<file path="config.mk">
export PLATFORM = sky130hd
export DESIGN_NAME = lin3_interp
export DESIGN_NICKNAME = d
export VERILOG_FILES = /design/src/rtl/lin3_pkg.sv /design/src/rtl/lin3_rate_gen.sv /design/src/rtl/lin3_axis_dda.sv /design/src/rtl/lin3_interp.sv
export SDC_FILE = /design/constraint.sdc
export NUM_CORES = 1
export LEC_CHECK = 0
export ABC_CLOCK_PERIOD_IN_PS = 5200
export BUFFER_PORTS_ARGS = -buffer_cell sky130_fd_sc_hd__buf_4
export CAP_MARGIN = 20
export CORE_MARGIN = 2
export CORE_UTILIZATION = 30
export CTS_BUF_LIST = sky130_fd_sc_hd__clkbuf_4
export CTS_CLUSTER_SIZE = 12
export DETAILED_ROUTE_END_ITERATION = 7
export PLACE_DENSITY = 0.52
export SLEW_MARGIN = 20
export SYNTH_ARGS = -nofsm -noshare
export SYNTH_HDL_FRONTEND = slang
export SYNTH_HIERARCHICAL = 1
export SYNTH_SLANG_ARGS = --single-unit
</file>
<file path="constraint.sdc">
create_clock -name clk -period 5.2 [get_ports clk]
set_input_delay 1.04 -clock clk [delete_from_list [all_inputs] [get_ports clk]]
set_output_delay 1.04 -clock clk [all_outputs]
set_load 0.01 [all_outputs]
</file>
<file path="src/rtl/lin3_pkg.sv">
package lin3_pkg;
    typedef enum logic [1:0] {
        ST_IDLE,
        ST_RUN,
        ST_DRAIN,
        ST_DONE
    } lin3_state_e;
endpackage

</file>
<file path="src/rtl/lin3_rate_gen.sv">
// Master tick generator: fractional accumulator, one tick per TH/feed clocks.
module lin3_rate_gen #(
    parameter int FEED_W   = 16,
    parameter int FMAX     = 1000,
    parameter int TICK_DIV = 4
) (
    input  logic              clk,
    input  logic              rst_n,
    input  logic              clr,
    input  logic              en,
    input  logic [FEED_W-1:0] feed,
    output logic              tick
);
    localparam int TH    = FMAX * TICK_DIV;
    localparam int ACC_W = $clog2(TH + FMAX + 1) + 1;

    logic [ACC_W-1:0] acc_q;
    logic [ACC_W-1:0] sum;

    always_comb begin
        sum  = acc_q + ACC_W'(feed);
        tick = en && (sum >= ACC_W'(TH));
    end

    always_ff @(posedge clk or negedge rst_n) begin
        if (!rst_n) begin
            acc_q <= '0;
        end else if (clr) begin
            acc_q <= '0;
        end else if (en) begin
            acc_q <= tick ? (sum - ACC_W'(TH)) : sum;
        end
    end
endmodule

</file>
<file path="src/rtl/lin3_axis_dda.sv">
// One axis of the distributor: adds its distance per tick, steps on reaching span.
module lin3_axis_dda #(
    parameter int W = 16
) (
    input  logic         clk,
    input  logic         rst_n,
    input  logic         load,
    input  logic         tick,
    input  logic [W-1:0] mag,
    input  logic [W-1:0] span,
    output logic         step
);
    logic [W:0] acc_q;
    logic [W:0] sum;
    logic       hit;

    always_comb begin
        sum = acc_q + {1'b0, mag};
        hit = sum >= {1'b0, span};
    end

    always_ff @(posedge clk or negedge rst_n) begin
        if (!rst_n) begin
            acc_q <= '0;
            step  <= 1'b0;
        end else if (load) begin
            acc_q <= '0;
            step  <= 1'b0;
        end else if (tick) begin
            step  <= hit;
            acc_q <= hit ? (sum - {1'b0, span}) : sum;
        end else begin
            step  <= 1'b0;
        end
    end
endmodule

</file>
<file path="src/rtl/lin3_interp.sv">
module lin3_interp #(
    parameter int COORD_W  = 16,
    parameter int FEED_W   = 16,
    parameter int FMAX     = 1000,
    parameter int TICK_DIV = 4
) (
    input  logic               clk,
    input  logic               rst_n,
    input  logic               start,
    input  logic [COORD_W-1:0] x_from,
    input  logic [COORD_W-1:0] y_from,
    input  logic [COORD_W-1:0] z_from,
    input  logic [COORD_W-1:0] x_to,
    input  logic [COORD_W-1:0] y_to,
    input  logic [COORD_W-1:0] z_to,
    input  logic [FEED_W-1:0]  feed,
    output logic               step_x,
    output logic               step_y,
    output logic               step_z,
    output logic               dir_x,
    output logic               dir_y,
    output logic               dir_z,
    output logic               busy,
    output logic               done
);
    import lin3_pkg::*;

    localparam int NAX = 3;

    initial begin
        if (TICK_DIV < 2) $error("TICK_DIV must be at least 2");
    end

    logic [COORD_W-1:0] from_a [NAX];
    logic [COORD_W-1:0] to_a   [NAX];
    logic [COORD_W-1:0] mag_d  [NAX];
    logic [COORD_W-1:0] mag_q  [NAX];
    logic [NAX-1:0]     dir_d, dir_q, step_a;
    logic [COORD_W-1:0] span_d, span_q, tick_cnt_q;
    logic [FEED_W-1:0]  feed_c, feed_q;
    logic               accept, tick, last_tick;
    lin3_state_e        state_q, state_d;

    assign from_a[0] = x_from;
    assign from_a[1] = y_from;
    assign from_a[2] = z_from;
    assign to_a[0]   = x_to;
    assign to_a[1]   = y_to;
    assign to_a[2]   = z_to;

    assign accept = start && (state_q == ST_IDLE);

    // Per-axis magnitude and sign, plus the per-axis distributor.
    for (genvar i = 0; i < NAX; i++) begin : g_axis
        always_comb begin
            dir_d[i] = to_a[i] > from_a[i];
            mag_d[i] = dir_d[i] ? (to_a[i] - from_a[i]) : (from_a[i] - to_a[i]);
        end

        lin3_axis_dda #(.W(COORD_W)) u_dda (
            .clk   (clk),
            .rst_n (rst_n),
            .load  (accept),
            .tick  (tick),
            .mag   (mag_q[i]),
            .span  (span_q),
            .step  (step_a[i])
        );
    end

    always_comb begin
        span_d = '0;
        for (int i = 0; i < NAX; i++) begin
            if (mag_d[i] > span_d) span_d = mag_d[i];
        end
    end

    always_comb begin
        if (feed == '0)                      feed_c = FEED_W'(1);
        else if (feed > FEED_W'(FMAX))       feed_c = FEED_W'(FMAX);
        else                                 feed_c = feed;
    end

    always_ff @(posedge clk or negedge rst_n) begin
        if (!rst_n) begin
            for (int i = 0; i < NAX; i++) mag_q[i] <= '0;
            dir_q  <= '0;
            span_q <= '0;
            feed_q <= FEED_W'(1);
        end else if (accept) begin
            for (int i = 0; i < NAX; i++) mag_q[i] <= mag_d[i];
            dir_q  <= dir_d;
            span_q <= span_d;
            feed_q <= feed_c;
        end
    end

    lin3_rate_gen #(
        .FEED_W   (FEED_W),
        .FMAX     (FMAX),
        .TICK_DIV (TICK_DIV)
    ) u_rate (
        .clk   (clk),
        .rst_n (rst_n),
        .clr   (accept),
        .en    (state_q == ST_RUN),
        .feed  (feed_q),
        .tick  (tick)
    );

    always_ff @(posedge clk or negedge rst_n) begin
        if (!rst_n)       tick_cnt_q <= '0;
        else if (accept)  tick_cnt_q <= '0;
        else if (tick)    tick_cnt_q <= tick_cnt_q + 1'b1;
    end

    assign last_tick = tick && (tick_cnt_q == span_q - 1'b1);

    // State register
    always_ff @(posedge clk or negedge rst_n) begin
        if (!rst_n) state_q <= ST_IDLE;
        else        state_q <= state_d;
    end

    // Next-state logic
    always_comb begin
        state_d = state_q;
        unique case (state_q)
            ST_IDLE:  if (accept) state_d = (span_d == '0) ? ST_DONE : ST_RUN;
            ST_RUN:   if (last_tick) state_d = ST_DRAIN;
            ST_DRAIN: state_d = ST_DONE;
            ST_DONE:  state_d = ST_IDLE;
            default:  state_d = ST_IDLE;
        endcase
    end

    // Outputs
    always_comb begin
        busy   = (state_q != ST_IDLE);
        done   = (state_q == ST_DONE);
        step_x = step_a[0];
        step_y = step_a[1];
        step_z = step_a[2];
        dir_x  = dir_q[0];
        dir_y  = dir_q[1];
        dir_z  = dir_q[2];
    end
endmodule

</file>
==> results_dict.tcl <==
set metrics [dict create \
    routed-wl-met2_um 29400 \
    viasPerCell 5.14 \
    fillCellCount 6390 \
    critPathArrivalTime_ns 7.38 \
    timing.rr.start "feed_q[0]$_DFFE_PN1P_" \
    hold_slack_ns 0.385 \
    track_usage 0.189 \
    post-route-period-util 1.30 \
    status "finished, violations left" \
    hold_viol_final 0 \
    synth_area_per_cell_um2 8.01 \
    syn2layout_area_growth_pct 30.4 \
    violations "setup timing" \
    drc_errors 0 \
    synth_cells 2397 \
    cts.sinks 167 \
    r2r_cells 19 \
    finalClockSkew_ns 0.0295 \
    ff2ff_setup_slack_ns 0.30 \
    yosysWarnings 6 \
    met3_length_um 2440 \
    cpPeakStageDelay_ns 0.38 \
    drt-pass1-iter-count 5 \
    final_antenna_net_count 0 \
    cts_buffers 17 \
    io_buffers 122 \
    max-clock-path-buffers 2 \
    grt_antenna_before_repair 3 \
    drt_first_iter_violations 1047 \
    hold_buffers 0 \
    dp_cells 3653 \
    grt_max_degree 103 \
    tightestPinTransition_ns 1.04 \
    cp_slowest_cell "nor4_4" \
    rsz0062_at_grt "yes" \
    m1WireLength_um 28800 \
    slew_headroom 0.307 \
    crit_type "input pin to flip-flop" \
    htreeDepth 4 \
    r2r-end "state_q[1]$_DFFE_PN0P_" \
    path_max_fanout 7 \
    critPathRequiredTime_ns 5.82 \
    grt_pass1_wl_um 102000 \
    startpoint_type "input pin" \
    path_common_cell "nand4_1" \
    fp.dieH_um 257 \
    initial_utilization 0.304 \
    root_buffer "clkbuf_4" \
    nNetsFinal 3232 \
    maxSlewViolCount 0 \
    fp.dieArea_um2 66000 \
    cp-end-kind "flip-flop" \
    die_w_um 257 \
    routed-via-count 19100 \
    gp_congestion 0.894 \
    setup_viol 17 \
    grt.overflow.total 0 \
    drv_cap 0 \
    cts_tree "done" \
    clock_latency_ns 0.73 \
    period_minus_slack_ns 6.76 \
    fmax_ghz 0.148 \
    hpwl_um 49900 \
    fin_util 0.396 \
    drive_gt1_frac 0.258 \
    multi_input_area_um2 14400 \
    grt_pass1_vias 19300 \
    path_clk_slew_ns 0.15 \
    final_cells 3727 \
    core_um2 63200 \
    wire_per_inst_um 16.9 \
    hp-class "input pin to asynchronous set/reset pin" \
    synth_area_um2 19200 \
    ios 123 \
    worst_slack_ns -1.56 \
    regArea_um2 4180 \
    syn-num-nets 2767 \
    top_layer "met4" \
    fp-row-count 92 \
    drt_wl_total_um 63000 \
]
==> routing by layer <==
metal  up-vias  track usage
li1       9494            -
met1      9102        0.247
met2       442        0.316
met3       103       0.0229
met4         0       0.0778
met5         -            0
==> stage by stage <==
step	cell area, µm²	setup WS [ns]	TNS, ns
floorplan	19300	-1.64	-20.33
detailed placement	23700	-2.36	-34.80
global placement	23700	-2.17	-32.41
CTS	24900	-1.19	-15.17
finish	25000	-1.56	-20.21
global route	25000	-1.88	-24.18
==> worst max-delay path by stage <==
stage	cells past startpoint	slack (ns)	start	to
after floorplan	36	-1.64	y_to[0]	state_q[1]$_DFFE_PN0P_
after global placement	32	-2.17	y_from[0]	state_q[1]$_DFFE_PN0P_
after detailed placement	32	-2.36	y_from[0]	state_q[1]$_DFFE_PN0P_
after CTS	34	-1.19	y_to[0]	state_q[1]$_DFFE_PN0P_
after global routing	35	-1.88	y_from[0]	state_q[1]$_DFFE_PN0P_
final	32	-1.56	x_from[0]	state_q[1]$_DFFE_PN0P_
==> placed cells by master (no fill, tap or decap), types with 14 or more instances in the layout <==
cell / n
mux2i_1: 48
nor3_1: 42
ha_4: 18
and3_1: 19
or3_1: 15
clkbuf_4: 18
o21bai_1: 23
o211ai_1: 28
xnor2_1: 95
nand2_1: 248
inv_1: 221
nand4_1: 30
nor2_1: 180
nor2b_1: 28
xor2_1: 51
o21a_1: 19
a21oi_1: 175
nand3_1: 48
nand2b_1: 23
a21o_1: 53
o21ai_0: 154
a311oi_1: 31
dfrtp_1: 166
buf_4: 502
buf_6: 14
a211oi_1: 31
ha_1: 222
==> critical path, delay by kind of cell <==
kind | cells | cell delay (ns)
AO/OA/AOI/OAI | 8 | 1.79
adder cells (fa/ha/maj) | 4 | 1.04
XOR/XNOR | 1 | 0.13
buffers and inverters | 6 | 0.79
AND/OR/NAND/NOR | 10 | 1.97
multiplexers | 3 | 0.60
==> layout make-up <==
| class | count | share of cell area |
|---|---|---|
| clock inverters | 14 | 0.00505 |
| clock buffers | 18 | 0.00540 |
| multi-input cells | 1916 | 0.577 |
| inverters | 231 | 0.0354 |
| diodes | 6 | 0.000600 |
| well taps | 846 | 0.0423 |
| flip-flops and latches | 167 | 0.167 |
| repair buffers | 529 | 0.168 |
==> flip-flops by register name (all words and copies together) (netlist names) <==
register,cells
span_q,16
g_axis.u_dda/acc_q,51
g_axis.u_dda/step,3
u_rate/acc_q,14
mag_q,48
dir_q,3
state_q,2
tick_cnt_q,16
feed_q,14
==> timing repair <==
item                                    4_1_cts  5_1_grt
buffers inserted                             34       11
pin swaps                                    40       13
cloned                                        4        0
gates resized for setup                     102       33
endpoints found under the setup margin       17       17
Power is not shown: default switching activity piles up to over one toggle a cycle in this logic, so the estimate is an artifact.
